### src/rtl/cfg_hs_pkg.sv
package cfg_hs_pkg;

    localparam int unsigned DATA_W    = 32;
    localparam int unsigned DONE_BIT  = 0;
    localparam int unsigned START_BIT = 1;
    localparam int unsigned MODE_LSB  = 8;
    localparam int unsigned STAT_W    = 16;

    typedef enum logic [2:0] {
        SEL_NONE,
        SEL_CTRL,
        SEL_VER,
        SEL_GRPA,
        SEL_GRPB
    } reg_sel_e;

    typedef struct packed {
        logic [7:0] result;
        logic [7:0] ident;
    } grp_stat_t;

    function automatic logic [DATA_W-1:0] stat_word(input grp_stat_t s);
        logic [DATA_W-1:0] w;
        w = '0;
        w[STAT_W-1:0] = s;
        return w;
    endfunction

endpackage

### src/rtl/cfg_hs_decode.sv
module cfg_hs_decode
    import cfg_hs_pkg::*;
#(
    parameter int unsigned ADDR_W = 12
) (
    input  logic [ADDR_W-1:0] addr_i,
    output reg_sel_e          sel_o
);
    localparam logic [ADDR_W-1:0] OFF_CTRL = ADDR_W'(0);
    localparam logic [ADDR_W-1:0] OFF_VER  = ADDR_W'(4);
    localparam logic [ADDR_W-1:0] OFF_GRPA = ADDR_W'(8);
    localparam logic [ADDR_W-1:0] OFF_GRPB = ADDR_W'(12);

    always_comb begin
        sel_o = SEL_NONE;
        if (addr_i[1:0] == 2'b00) begin
            case (addr_i)
                OFF_CTRL: sel_o = SEL_CTRL;
                OFF_VER:  sel_o = SEL_VER;
                OFF_GRPA: sel_o = SEL_GRPA;
                OFF_GRPB: sel_o = SEL_GRPB;
                default:  sel_o = SEL_NONE;
            endcase
        end
    end
endmodule

### src/rtl/cfg_hs_core.sv
module cfg_hs_core
    import cfg_hs_pkg::*;
#(
    parameter int unsigned N_LINKS = 8,
    parameter int unsigned MODE_W  = 2,
    localparam int unsigned MODES_W = N_LINKS * MODE_W
) (
    input  logic               clk,
    input  logic               rst,
    input  logic               ctrl_wr_i,
    input  logic               wr_start_i,
    input  logic [MODES_W-1:0] wr_modes_i,
    input  logic               eng_done_i,
    input  grp_stat_t          grp_a_i,
    input  grp_stat_t          grp_b_i,
    output logic               start_q,
    output logic               done_q,
    output logic [MODES_W-1:0] modes_q,
    output logic               launch_q,
    output grp_stat_t          grp_a_q,
    output grp_stat_t          grp_b_q
);
    logic accept;
    logic finish;

    assign accept = ctrl_wr_i & wr_start_i & ~start_q & ~done_q;
    assign finish = eng_done_i & start_q & ~done_q;

    for (genvar g = 0; g < N_LINKS; g++) begin : g_link
        always_ff @(posedge clk) begin
            if (rst) begin
                modes_q[g*MODE_W +: MODE_W] <= '0;
            end else if (accept) begin
                modes_q[g*MODE_W +: MODE_W] <= wr_modes_i[g*MODE_W +: MODE_W];
            end
        end
    end

    always_ff @(posedge clk) begin
        if (rst) begin
            start_q  <= 1'b0;
            done_q   <= 1'b0;
            launch_q <= 1'b0;
            grp_a_q  <= '0;
            grp_b_q  <= '0;
        end else begin
            launch_q <= accept;
            if (accept) begin
                start_q <= 1'b1;
            end
            if (finish) begin
                done_q  <= 1'b1;
                grp_a_q <= grp_a_i;
                grp_b_q <= grp_b_i;
            end
        end
    end
endmodule

### src/rtl/cfg_hs_rdmux.sv
module cfg_hs_rdmux
    import cfg_hs_pkg::*;
(
    input  logic              clk,
    input  logic              rst,
    input  logic              rd_en_i,
    input  reg_sel_e          sel_i,
    input  logic [DATA_W-1:0] ctrl_word_i,
    input  logic [DATA_W-1:0] ver_word_i,
    input  logic [DATA_W-1:0] grpa_word_i,
    input  logic [DATA_W-1:0] grpb_word_i,
    output logic              rd_valid_o,
    output logic [DATA_W-1:0] rd_data_o
);
    logic [DATA_W-1:0] pick;

    always_comb begin
        case (sel_i)
            SEL_CTRL: pick = ctrl_word_i;
            SEL_VER:  pick = ver_word_i;
            SEL_GRPA: pick = grpa_word_i;
            SEL_GRPB: pick = grpb_word_i;
            default:  pick = '0;
        endcase
    end

    always_ff @(posedge clk) begin
        if (rst) begin
            rd_valid_o <= 1'b0;
            rd_data_o  <= '0;
        end else begin
            rd_valid_o <= rd_en_i;
            rd_data_o  <= rd_en_i ? pick : '0;
        end
    end
endmodule

### src/rtl/cfg_handshake_regs.sv
module cfg_handshake_regs
    import cfg_hs_pkg::*;
#(
    parameter int unsigned ADDR_W  = 12,
    parameter int unsigned N_LINKS = 8,
    parameter int unsigned MODE_W  = 2,
    localparam int unsigned MODES_W = N_LINKS * MODE_W
) (
    input  logic               clk,
    input  logic               rst,
    input  logic               req_valid_i,
    input  logic               req_write_i,
    input  logic [ADDR_W-1:0]  req_addr_i,
    input  logic [31:0]        req_wdata_i,
    output logic               rd_valid_o,
    output logic [31:0]        rd_data_o,
    input  logic [31:0]        fw_version_i,
    output logic               eng_start_o,
    output logic [MODES_W-1:0] eng_mode_o,
    input  logic               eng_done_i,
    input  logic [15:0]        grp_a_stat_i,
    input  logic [15:0]        grp_b_stat_i,
    output logic               host_owns_o
);
    reg_sel_e           sel;
    logic               start_q;
    logic               done_q;
    logic [MODES_W-1:0] modes_q;
    grp_stat_t          grp_a_q;
    grp_stat_t          grp_b_q;
    logic [DATA_W-1:0]  ctrl_word;
    logic               ctrl_wr;
    logic               rd_en;

    assign ctrl_wr = req_valid_i & req_write_i & (sel == SEL_CTRL);
    assign rd_en   = req_valid_i & ~req_write_i;

    cfg_hs_decode #(.ADDR_W(ADDR_W)) u_dec (
        .addr_i (req_addr_i),
        .sel_o  (sel)
    );

    cfg_hs_core #(.N_LINKS(N_LINKS), .MODE_W(MODE_W)) u_core (
        .clk        (clk),
        .rst        (rst),
        .ctrl_wr_i  (ctrl_wr),
        .wr_start_i (req_wdata_i[START_BIT]),
        .wr_modes_i (req_wdata_i[MODE_LSB +: MODES_W]),
        .eng_done_i (eng_done_i),
        .grp_a_i    (grp_stat_t'(grp_a_stat_i)),
        .grp_b_i    (grp_stat_t'(grp_b_stat_i)),
        .start_q    (start_q),
        .done_q     (done_q),
        .modes_q    (modes_q),
        .launch_q   (eng_start_o),
        .grp_a_q    (grp_a_q),
        .grp_b_q    (grp_b_q)
    );

    always_comb begin
        ctrl_word = '0;
        ctrl_word[DONE_BIT]  = done_q;
        ctrl_word[START_BIT] = start_q;
        ctrl_word[MODE_LSB +: MODES_W] = modes_q;
    end

    cfg_hs_rdmux u_rd (
        .clk         (clk),
        .rst         (rst),
        .rd_en_i     (rd_en),
        .sel_i       (sel),
        .ctrl_word_i (ctrl_word),
        .ver_word_i  (fw_version_i),
        .grpa_word_i (stat_word(grp_a_q)),
        .grpb_word_i (stat_word(grp_b_q)),
        .rd_valid_o  (rd_valid_o),
        .rd_data_o   (rd_data_o)
    );

    assign eng_mode_o  = modes_q;
    assign host_owns_o = done_q | (fw_version_i == '0);
endmodule

### config.mk
export PLATFORM = sky130hd
export DESIGN_NAME = cfg_handshake_regs
export DESIGN_NICKNAME = d
export VERILOG_FILES = /design/src/rtl/cfg_hs_pkg.sv /design/src/rtl/cfg_hs_decode.sv /design/src/rtl/cfg_hs_core.sv /design/src/rtl/cfg_hs_rdmux.sv /design/src/rtl/cfg_handshake_regs.sv
export SDC_FILE = /design/constraint.sdc
export NUM_CORES = 1
export LEC_CHECK = 0
export BUFFER_PORTS_ARGS = -buffer_cell sky130_fd_sc_hd__buf_2
export CORE_MARGIN = 5
export CORE_UTILIZATION = 49
export CTS_CLUSTER_DIAMETER = 40
export DETAILED_ROUTE_END_ITERATION = 7
export GPL_TIMING_DRIVEN = 0
export HOLD_SLACK_MARGIN = 0.05
export PLACE_DENSITY = 0.95
export SLEW_MARGIN = 20
export SYNTH_ARGS = -nofsm -noshare
export SYNTH_HDL_FRONTEND = slang
export SYNTH_SLANG_ARGS = --single-unit
### constraint.sdc
create_clock -name clk -period 2.62 [get_ports clk]
set_input_delay 0.393 -clock clk [delete_from_list [all_inputs] [get_ports clk]]
set_output_delay 0.393 -clock clk [all_outputs]
set_load 0.005 [all_outputs]
# --- Word level (Yosys, flattened, before mapping) ---
# Cells that the tools add are included.
word_totals:
  out_inout_bits: 51
  wordCells: 44
  ff_bits: 84
  in_bits: 113
op_classes:
  mux: 3
  n_reduce_logical: 4
  eq_ne: 7
  bitwise: 13
ops:
  columns: ["cell", "n"]
  rows:
  - ["$pmux 32 s4", 1]
  - ["$logic_not 32->1", 1]
  - ["$eq 12x4->1 const B", 2]
  - ["$eq 12x3->1 const B", 1]
  - ["$logic_not 12->1", 1]
  - ["$pmux 3 s4", 1]
  - ["$and 1x1->1", 8]
  - ["$eq 3x2->1 const B", 2]
  - ["$not 1->1", 4]
  - ["$eq 3x1->1 const B", 1]
  - ["$eq 3x3->1 const B", 1]
  - ["$mux 3", 1]
  - ["$logic_not 2->1", 1]
  - ["$reduce_or 2->1", 1]
  - ["$or 1x1->1", 1]

# --- Depth between registers and ports, before layout ---
# Gate-level depths: netlist of run 1.
depth:
  depth_word: 8
  ltp_mapped: 6
  mapped_depth_nobuf: 4

# --- Modules after synthesis ---
# A second synthesis of run 1 with hierarchy kept.
unflattened:
  hier_cells: 395
  area_unflattened_um2: 3941.3
by_module_without_submodules:
  columns: ["module", "n_inst", "seq_area_each_um2", "cells_per_inst", "area_each_um2"]
  rows:
  - ["cfg_hs_core", 1, 1021.0, 220, 2263.4]
  - ["cfg_hs_rdmux", 1, 660.6, 152, 1519.0]
  - ["cfg_handshake_regs", 1, 0.0, 15, 98.8]
  - ["cfg_hs_decode", 1, 0.0, 8, 60.1]

# --- Least setup slack after synthesis of run 1 ---
# OpenSTA, ideal clock, no wires.
synth_path:
  path_type: "input port to flip-flop"
  from: "in req_addr_i[2]"
  to: "reg u_core.modes_q[0]"
  arrival_time_ns: 1.499
  path_buffers: 3
  setup_ns: 0.072
  setup_slack_ns: 1.049
  required_ns: 2.548
  cell_stages: 6
  path_cell_list: "buf_2 -> or3_1 -> nor3_2 -> buf_6 -> buf_12 -> mux2i_1"
synth_between:
  elab_chain_cells: 8
  elab_cells_between_ends: 11
  cone_classes: "eq/ne: 4; mux: 2; bitwise: 4; reduce/logical: 1"
synth_rtl:
  columns: ["item", "line_no", "rtl"]
  rows:
  - ["start: declaration", "cfg_handshake_regs.sv:13", "input logic [ADDR_W-1:0] req_addr_i,"]
  - ["$eq 12x4->1, or another cell as far along", "cfg_hs_decode.sv:17", "case (addr_i)"]
  - ["$pmux 3 s4 *", "cfg_hs_decode.sv:17", null]
  - ["$mux 3 *", "cfg_hs_decode.sv:16", "if (addr_i[1:0] == 2'b00) begin"]
  - ["$eq 3x1->1 *", "cfg_handshake_regs.sv:35", "assign ctrl_wr = req_valid_i & req_write_i & (sel == SEL_CTRL);"]
  - ["$and 1x1->1 *", "cfg_handshake_regs.sv:35", null]
  - ["$and 1x1->1 * (3 in series)", "cfg_hs_core.sv:26", "assign accept = ctrl_wr_i & wr_start_i & ~start_q & ~done_q;"]
  - ["end signal: indexed assignment", "cfg_hs_core.sv:34", "modes_q[g*MODE_W +: MODE_W] <= wr_modes_i[g*MODE_W +: MODE_W];"]
  - ["end: declaration", "cfg_hs_core.sv:18", "output logic [MODES_W-1:0] modes_q,"]
# Mark *: on every way between the ends. The rest lies on a longest branch, timed or not.
# A chain may end at the register's enable or synchronous reset.

# --- Worst setup path after layout of run 1 ---
layout_path:
  from: "in fw_version_i[23]"
  to: "out host_owns_o"
layout_between:
  elab_chain_cells: 2
layout_rtl:
  columns: ["item", "line_no", "rtl"]
  rows:
  - ["start: declaration", "cfg_handshake_regs.sv:17", "input logic [31:0] fw_version_i,"]
  - ["$logic_not 32->1", "cfg_handshake_regs.sv:81", "assign host_owns_o = done_q | (fw_version_i == '0);"]
  - ["$or 1x1->1", "cfg_handshake_regs.sv:81", null]
  - ["end: declaration", "cfg_handshake_regs.sv:23", "output logic host_owns_o"]
# No other way between the ends.

==> results_dict.tcl, run 1 <==
set metrics [dict create \
    status "finished, final reports clean" \
    pwr-share-seq_pct 53.6 \
    pre_cts_slack_ns 0.7233 \
    postCtsResizedCells 0 \
    switching_share_pct 23.61 \
    antenna_found_initial 0 \
    slowest_delay_ns 0.45 \
    fp.dieW_um 93.20 \
    final_common_cell "buf_2" \
    layout_setup_ws_ns 0.7039 \
    hold_ws_ns 0.2537 \
    seqCellArea_um2 1682 \
    totalWireLength_um 10020 \
    clock_sinks 84 \
    cp-end-kind "primary output" \
    rsz0062_at_grt "no" \
    netlist.area_leader.share_pct 49.58 \
    first_global_vias 3221 \
    cp_common_cell "buf_2" \
    fin_util_pct 65.50 \
    ir_drop_uv 291.6 \
    portBuffers 147 \
    tns_ns 0 \
    drc_errors 0 \
    hpwl_um 8171 \
    die-area_um2 8686 \
    die_h_um 93.20 \
    worst_skew_pair.late_latency_ns 0.34 \
    vias 3079 \
    layout_common_cells "buf_2 (152), dfxtp_1 (84), nand2_1 (65), a21oi_1 (33), nand2b_1 (32)" \
    synth-simple-area-share_pct 24.35 \
    crit_slowest_cell "nor4_1" \
    setup_viol 0 \
    relSlewSlack_pct 67.02 \
    start_util_pct 50.20 \
    grt_start_max_net_pins 16 \
    cp-start-kind "input port" \
    viasPerCell 5.254 \
    syn2layout_area_growth_pct 30.47 \
    synth_mux_area_share_pct 15.71 \
    htree_levels 3 \
    clkPwrFrac_pct 38.7 \
    ant_nets 0 \
    rows 30 \
    drt_iter0_drc 120 \
    syn_inst 343 \
    maxCapViolations 0 \
    globalRouteTotalUtil_pct 23.18 \
    core_area_um2 6756 \
    cts_tree "built" \
    n_antenna_cell 0 \
    fmax_mhz 521.9 \
    ys_types 30 \
    place_inst 570 \
    synth_fa_ha_area_share_pct 0 \
    powerDensity_nw_per_um2 538.0 \
    timing.final.crit_share_pct 73.14 \
    cp_num_buf_inv 2 \
    routedWlPerCell_um 17.09 \
    p_switching_uw 562.2 \
    hp-class "input port to register" \
    n_fill_cell 568 \
    ys_ff_latch 84 \
    tightest_slew_ns 0.4901 \
    crit_type "input port to primary output" \
    root_buffer "clkbuf_8" \
    path_max_fanout 2 \
    globalRouteOverflowTotal 0 \
    async_reset_ff_share_pct 0 \
    synth_flop_cell "dfxtp_1" \
    crit_required_ns 2.23 \
    drive_gt1_share_pct 38.74 \
    synth_edf_count 0 \
    synth_xor_area_share_pct 0 \
    worstPathArrival_ns 1.52 \
    cp_top_family "simple AND/OR/NAND/NOR gates" \
    p_leak_nw 1.904 \
    dr.pass1.iters 5 \
    synth_compound_area_share_pct 6.713 \
    numCtsBuffers 9 \
    ys_seq_area_share_pct 49.58 \
    maxSlewViolCount 0 \
    place.gp.congestion 0.8336 \
    instances_no_fill 586 \
    synth_nets 456 \
    postCtsSetupBuffers 0 \
    cts_hold_buf 0 \
    yosysTopAreaCell "dfxtp_1" \
    yosysWarningCount 0 \
    synth_top_family_by_area "simple AND/OR/NAND/NOR gates" \
    hold_viol 0 \
    intPower_mw 1.819 \
    clockBufferDepth 2 \
    multi_input_area_um2 1587 \
    path_cells "buf_2, nor4_1, nand4_1, o21bai_1, buf_2" \
    synth_area_leaders "dfxtp_1 (50%), nand2_1 (7.2%), mux2i_1 (7.1%), mux4_2 (6.6%), nand2b_1 (5.9%)" \
    p_comb_share_pct 7.7 \
    clkSlewWorstSetupHoldPaths_ns 0.09 \
    grt_pass1_wl_um 15400 \
    worst_clock_skew_ns 0.008655 \
    fin_nets 614 \
    syn_avg_cell_area_um2 9.889 \
    io_pins 164 \
    syn_area_um2 3392 \
    post-route-min-period_ns 1.916 \
]
==> through the flow <==
stage / total power [mW] / cell area (um^2)
global route: 2.468 / 4425
detailed placement: 1.487 / 4228
global placement: 1.482 / 4228
floorplan: 1.383 / 3392
CTS: 2.391 / 4425
finish: 2.381 / 4425
==> cell usage after synthesis (5+ instances only) <==
master / instances
nor2b_1: 9
a21oi_1: 33
nand2_1: 65
nor4_1: 9
clkbuf_1: 14
nand2b_1: 32
dfxtp_1: 84
buf_2: 5
nor2_1: 17
a22oi_1: 6
and2_1: 8
mux2i_1: 24
mux4_2: 10
mux2_2: 6
==> worst register-to-register path: cells and delay by family, from the launching register on <==
kind | cells | cell delay [ns]
mux | 1 | 0.20
simple gates | 2 | 0.57
buf+inv | 2 | 0.35
flops | 1 | 0.38
==> path summary, 6_finish.rpt <==
check / start / endpoint / slack (ns) / cells past startpoint
setup / recovery: fw_version_i[23] / host_owns_o / 0.70 / 5
hold / removal: req_write_i / u_rd.rd_valid_o$_SDFF_PP0_ / 0.25 / 2
setup reg to reg: u_core.done_q$_SDFFE_PP0P_ / u_core.modes_q[0]$_SDFFE_PP0P_ / 1.05 / 5
hold reg to reg: u_core.grp_b_q[1]$_SDFFE_PP0P_ / u_core.grp_b_q[1]$_SDFFE_PP0P_ / 0.46 / 2
==> cells by family (layout without fill, tap and decap cells) <==
logic type             after synthesis  count (layout)
and+or+nand+nor                    155             155
AOI/OAI and AO/OA                   41              41
DFF                                 84              84
buffers and inverters               23             186
muxes                               40              40
==> routing by layer <==
layer	up-vias	share of wire [%]	track usage (%)
met5	-	0	0
met4	0	2.5	10.26
met3	25	8.5	6.034
met2	145	51	40.61
met1	1430	38	26.48
li1	1479	-	-
==> power groups by stage <==
stage,Combinational (mW),Clock (mW),Sequential (mW)
after CTS,0.182,0.934,1.28
after global placement,0.176,0,1.31
after detailed placement,0.181,0,1.31
after global routing,0.197,0.994,1.28
after floorplan,0.0770,0,1.31
final,0.183,0.923,1.28
==> sequential cells by signal, indices dropped and copies added, names as in the netlist <==
name             flops
u_rd.rd_data_o      32
u_core.grp_a_q      16
u_core.grp_b_q      16
u_core.modes_q      16
u_core.done_q        1
u_core.launch_q      1
u_core.start_q       1
u_rd.rd_valid_o      1
==> layout make-up <==
cell class,count,share of cell area [%]
well taps,80,2.262
clock buffers,9,2.799
plain buffers,23,2.799
repair buffers,147,16.62
clock inverters,7,1.668
multi-input cells,236,35.85
flip-flops and latches,84,38.00
No activity file was read; power rests on OpenSTA's default activity.
==> run 2, diff against run 1 <==
- CORE_UTILIZATION: 49 -> 41
- PLACE_DENSITY: 0.95 -> 0.86
- clock period: 2.62 -> 1.65 ns (I/O delays scaled with it)
==> run 2 against run 1 <==
Combinational power is 61% higher. Core utilization is 10 points lower. Die area is 17% higher. Clock power is 58% higher. Sequential power is 59% higher. Global-route usage is 3.3 points lower. Clock-buffer cell count stayed put. Cell count is 4.4% higher. Critical path type is now register to register. Largest power group unchanged. Highest routed layer unchanged.
==> results_dict.tcl, run 2 (same netlist as run 1, synthesis figures left out) <==
set metrics [dict create \
    r2r_start "u_core.done_q$_SDFFE_PP0P_" \
    rsz0062_at_grt "no" \
    globalRouteOverflowTotal 0 \
    ant_nets 0 \
    maxCapViolations 0 \
    top_register "u_rd.rd_data_o" \
    pwr-share-seq_pct 53.6 \
    p_comb_share_pct 7.8 \
    hold_viol 0 \
    cp-end-kind "register" \
    maxSlewViolCount 0 \
    hpwl_um 8043 \
    crit_required_ns 1.91 \
    r2r_setup_slack_ns 0.09 \
    p_switching_uw 892.2 \
    switching_share_pct 23.60 \
    cp-start-kind "register" \
    core_area_um2 8134 \
    viasPerCell 4.900 \
    die_h_um 101.0 \
    cp-startpoint "u_core.done_q$_SDFFE_PP0P_" \
    place.gp.congestion 0.9159 \
    hold_depth 2 \
    syn2layout_area_growth_pct 32.02 \
    intPower_mw 2.888 \
    timing.final.crit_share_pct 94.46 \
    drc_errors 0 \
    layout_setup_ws_ns 0.09133 \
    drt_iter0_drc 84 \
    cts_tree "built" \
    p_leak_nw 1.907 \
    antenna_found_initial 0 \
    pre_cts_slack_ns -0.1413 \
    dr.pass1.iters 4 \
    largest_reg_flops 32 \
    fp.dieW_um 101.0 \
    ir_drop_uv 596.1 \
    layout_common_cells "buf_2 (152), dfxtp_1 (83), nand2_1 (65), a21oi_1 (33), nand2b_1 (32)" \
    vias 2999 \
    totalWireLength_um 10140 \
    post-route-min-period_ns 1.559 \
    htree_levels 3 \
    worst_skew_pair.late_latency_ns 0.34 \
    r2r-end "u_core.modes_q[8]$_SDFFE_PP0P_" \
    clkPwrFrac_pct 38.6 \
    min_to "u_rd.rd_valid_o$_SDFF_PP0_" \
    setup_viol 0 \
    portBuffers 147 \
    powerDensity_nw_per_um2 844.2 \
    root_buffer "clkbuf_8" \
    tightest_slew_ns 0.5004 \
    crit_type "register to register" \
    fmax_mhz 641.6 \
    hold_start "req_write_i" \
    clock_sinks 84 \
    relSlewSlack_pct 66.64 \
    grt_start_max_net_pins 16 \
    clockBufferDepth 2 \
    io_pins 164 \
    rows 33 \
    final_common_cell "buf_2" \
    slowest_delay_ns 0.43 \
    grt_pass1_wl_um 15610 \
    rr_worst_depth 5 \
    crit_slowest_cell "or3_1" \
    clkSlewWorstSetupHoldPaths_ns 0.09 \
    status "finished, final reports clean" \
    hp-class "input port to register" \
    hold_ws_ns 0.09446 \
    fin_nets 614 \
    start_util_pct 41.70 \
    worst_clock_skew_ns 0.007662 \
    path_cells "or3_1, nor3_2, buf_6, buf_12, mux2i_1" \
    numCtsBuffers 9 \
    worstPathArrival_ns 1.82 \
    die-area_um2 10190 \
    path_max_fanout 10 \
    first_global_vias 3081 \
    globalRouteTotalUtil_pct 19.89 \
    cts_hold_buf 0 \
    drive_gt1_share_pct 39.92 \
    routedWlPerCell_um 16.56 \
]
run 2: cell count changes in the layout (fill, tap and decap cells not counted), sizes merged:
cell and change:
clkinv -2, clkinvlp +2, diode +1
run 2: timing repair:
| item | in CTS | in global routing |
|---|---|---|
| endpoints found under the setup margin | 0 | 23 |
| resized for setup | 0 | 9 |
| setup buffers | 0 | 0 |
run 2: worst max path at each step:
| stage | to | slack (ns) | cells past startpoint |
|---|---|---|---|
| 6_report | u_core.modes_q[8]$_SDFFE_PP0P_ | 0.09 | 5 |
| 3_5_place_dp | u_rd.rd_data_o[29]$_SDFF_PP0_ | -0.14 | 5 |
| 2_1_floorplan | u_core.modes_q[0]$_SDFFE_PP0P_ | 0.22 | 6 |
| 3_3_place_gp | u_rd.rd_data_o[25]$_SDFF_PP0_ | -0.03 | 5 |
| 4_1_cts | u_core.grp_a_q[1]$_SDFFE_PP0P_ | 0.02 | 6 |
| 5_1_grt | u_core.modes_q[8]$_SDFFE_PP0P_ | 0.001 | 5 |
run 2: per-stage QoR:
stage,power (mW),instance area [um^2],std cells,util (%),TNS (ns)
3_3_place_gp,2.358,4259,595,52.36,-0.1822
6_report,3.780,4478,612,55.05,0
5_1_grt,3.938,4476,611,55.02,0
4_1_cts,3.813,4458,611,54.81,0
2_1_floorplan,2.196,3392,343,-,0
3_5_place_dp,2.364,4259,595,52.36,-1.069
run 2: layout make-up:
| type | instances | area, um^2 |
|---|---|---|
| plain buffers | 23 | 127.6 |
| clock inverters | 7 | 75.07 |
| repair buffers | 147 | 735.7 |
| multi-input cells | 236 | 1599 |
| fillers | 765 | 3656 |
| well taps | 105 | 131.4 |
| clock buffers | 9 | 123.9 |
| diodes | 1 | 2.502 |
| flip-flops and latches | 84 | 1683 |
run 2: power by group through the flow:
stage | Combinational, mW | Sequential [mW] | Clock [mW]
global placement | 0.284 | 2.07 | 0
detailed placement | 0.290 | 2.07 | 0
CTS | 0.292 | 2.03 | 1.49
floorplan | 0.122 | 2.07 | 0
global route | 0.320 | 2.03 | 1.59
finish | 0.295 | 2.03 | 1.46
run 2: layer usage:
layer / vias up / global-route usage [%] / wire length [um]
li1: 1479 / - / -
met1: 1391 / 24.15 / 4170
met2: 112 / 33.16 / 4831
met3: 17 / 6.990 / 944
met4: 0 / 6.033 / 189
met5: - / 0 / 0
run 2: worst max-delay path, delay by kind of cell (launching register included):
kind	cells	cell delay [ns]
mux	1	0.19
flops	1	0.38
buf+inv	2	0.33
simple gates	2	0.57
==> run 3, diff against run 2 <==
- CORE_UTILIZATION: 41 -> 43
- PLACE_DENSITY: 0.86 -> 0.87
- SYNTH_HIERARCHICAL: not set -> 1
==> run 3 against run 2 <==
The flow now finishes with violations (negative setup slack). Clock-buffer cell count stayed put. Register-to-register slack better by 0.19 ns. Global-route usage is 1.9 points higher. Clock power shrank 5%. Critical path depth up 5. Sequential power hardly changed. Area after synthesis grew 16%. First-iteration DRC count grew 81%. Worst setup slack got worse by 0.49 ns. Synthesized cell count grew 15%. Wire length grew 24%.
==> results_dict.tcl, run 3 <==
set metrics [dict create \
    clockBufferDepth 2 \
    start_util_pct 43.27 \
    layout_setup_ws_ns -0.3960 \
    clock_sinks 84 \
    rsz0062_at_grt "yes" \
    n_fill_cell 775 \
    drt_iter0_drc 152 \
    place.gp.congestion 0.8194 \
    async_reset_ff_share_pct 0 \
    synth_top_family_by_area "simple AND/OR/NAND/NOR gates" \
    viasPerCell 5.154 \
    r2r-end "u_core/grp_b_q[10]$_SDFFE_PP0P_" \
    status "finished, violations left" \
    hold_viol 0 \
    maxSlewViolCount 0 \
    die_h_um 105.7 \
    final_common_cell "buf_2" \
    drive_gt1_share_pct 43.75 \
    ys_seq_area_share_pct 42.67 \
    first_global_vias 4064 \
    synthTopCellsByCount "nand2b_1 (96), dfxtp_1 (84), a22oi_1 (64)" \
    switching_share_pct 25.99 \
    clkSlewWorstSetupHoldPaths_ns 0.09 \
    die-area_um2 11180 \
    powerDensity_nw_per_um2 645.3 \
    top_register "u_rd/rd_data_o" \
    layout_common_cells "buf_2 (149), nand2b_1 (96), dfxtp_1 (84), a22oi_1 (48), mux2i_1 (47)" \
    r2r_start "u_core/start_q$_SDFFE_PP0P_" \
    worstPathArrival_ns 2.28 \
    hp-class "input port to register" \
    fmax_mhz 488.8 \
    cp-end-kind "register" \
    maxCapViolations 0 \
    numCtsBuffers 9 \
    cts_tree "built" \
    synth_compound_area_share_pct 18.03 \
    root_buffer "clkbuf_8" \
    post-route-min-period_ns 2.046 \
    pwr-share-seq_pct 54.6 \
    syn_area_um2 3941 \
    crit_required_ns 1.89 \
    p_switching_uw 964.5 \
    hold_ws_ns 0.1313 \
    syn_avg_cell_area_um2 9.978 \
    placed_area_um2 5035 \
    routedWlPerCell_um 17.16 \
    synth_fa_ha_area_share_pct 0 \
    grt_start_max_net_pins 17 \
    n_antenna_cell 0 \
    synth_edf_count 0 \
    ys_types 33 \
    ant_nets 0 \
    synth_area_leaders "dfxtp_1 (43%), nand2b_1 (15%), mux2i_1 (12%), a22oi_1 (12%), a21oi_1 (3.0%)" \
    r2r_setup_slack_ns 0.28 \
    p_leak_nw 2.258 \
    grt_pass1_wl_um 19530 \
    endpoint "u_core/modes_q[15]$_SDFFE_PP0P_" \
    synth_mux_area_share_pct 12.19 \
    setup_viol 50 \
    totalWireLength_um 12610 \
    worst_clock_skew_ns 0.01059 \
    cp-start-kind "input port" \
    rr_worst_depth 4 \
    cp-startpoint "req_addr_i[10]" \
    synth-simple-area-share_pct 21.21 \
    portBuffers 148 \
    intPower_mw 2.747 \
    antenna_found_initial 0 \
    io_pins 164 \
    ys_ff_latch 84 \
    netlist.area_leader.share_pct 42.67 \
    total_power_mw 3.711 \
    design_area_um2 5752 \
    ir_drop_uv 439.2 \
    globalRouteTotalUtil_pct 21.80 \
    p_comb_share_pct 7.9 \
    htree_levels 3 \
    syn2layout_area_growth_pct 45.94 \
    tns_ns -16.25 \
    timing.final.crit_share_pct 124.0 \
    yosysTopAreaCell "dfxtp_1" \
    worst_skew_pair.late_latency_ns 0.35 \
    hpwl_um 9306 \
    yosysWarningCount 6 \
    rows 35 \
    largest_reg_flops 32 \
    fp.dieW_um 105.7 \
    path_max_fanout 5 \
    synth_xor_area_share_pct 0.2222 \
    globalRouteOverflowTotal 0 \
    hold_start "rst" \
    crit_type "input port to register" \
    fin_nets 732 \
    drc_errors 0 \
    dr.pass1.iters 4 \
    core_area_um2 9109 \
    vias 3788 \
    violations "negative setup slack" \
    clkPwrFrac_pct 37.5 \
    yosysMostFrequentCell "nand2b_1" \
    syn_inst 395 \
    synth_flop_cell "dfxtp_1" \
]
[run 3: cell types whose count changed after synthesis, moves of 6 or more]
cell / delta
nand2_1: -64
nand2b_1: +64
a22oi_1: +58
mux2i_1: +24
nor2_1: -14
a21oi_2: +10
mux4_2: -10
a21oi_1: -9
and2_1: -8
buf_2: +7
nor2b_1: -7
mux2_2: -6
[run 3: final cells by class]
class                      count  area [um^2]  area share [%]
buffer                        31        281.5           4.894
clock buffer                   9        123.9           2.154
clock inverter                 7        56.30          0.9789
inverter                       1        3.754         0.06526
multi-input combinational    322         2482           43.16
sequential                    84         1682           29.24
tap                          111        138.9           2.415
timing repair buffer         170        983.4           17.10
[run 3: through the flow]
step,worst slack [ns],util (%),instances
after floorplan,-0.6216,-,440
after global placement,-1.014,55.27,699
after detailed placement,-0.9784,55.27,699
after CTS,-0.2925,62.01,735
after global routing,-0.4227,63.15,735
final,-0.3960,63.15,735
[run 3: metal layers]
| layer | vias up | wire length, um | track usage [%] |
|---|---|---|---|
| met1 | 1825 | 5198 | 25.63 |
| met4 | 0 | 138 | 6.753 |
| met3 | 14 | 700 | 5.144 |
| met2 | 126 | 6572 | 39.07 |
| met5 | - | 0 | 0 |
| li1 | 1823 | - | - |
[run 3: power by group through the flow]
stage	Sequential (mW)	Combinational (mW)	Clock, mW
4_1_cts	2.03	0.284	1.42
3_5_place_dp	2.07	0.280	0
2_1_floorplan	2.07	0.114	0
3_3_place_gp	2.07	0.274	0
5_1_grt	2.03	0.323	1.51
6_report	2.03	0.295	1.39
[run 3: what timing repair did]
action,4_1_cts,5_1_grt
gates cloned,2,0
gates resized for setup,59,21
hold buffers,0,0
pin swaps,7,4
setup endpoints to repair,50,51
setup buffers,18,7
hold endpoints to repair,0,0
[run 3: kinds of logic after synthesis]
family / after synthesis
muxes: 48
DFF: 84
AOI/OAI and AO/OA: 101
buffers and inverters: 34
and+or+nand+nor: 126
xor gates and xnor gates: 1
other: 1
[run 3: worst min path at each step]
stage                                                 to  cells after the start
after CTS                     u_rd/rd_valid_o$_SDFF_PP0_                      2
after global routing          u_rd/rd_valid_o$_SDFF_PP0_                      2
after floorplan               u_rd/rd_valid_o$_SDFF_PP0_                      1
after global placement    u_core/grp_b_q[7]$_SDFFE_PP0P_                      2
after detailed placement      u_rd/rd_valid_o$_SDFF_PP0_                      2
final                         u_rd/rd_valid_o$_SDFF_PP0_                      2
[run 3: worst max-delay path: stages]
cell and delay, ns:
buf_6 0.09, or4_4 0.58, nor4_4 0.37, buf_4 0.17, nor2_1 0.03, and4_1 0.19
nor4bb_4 0.17, buf_12 0.15, buf_12 0.13, mux2i_2 0.14
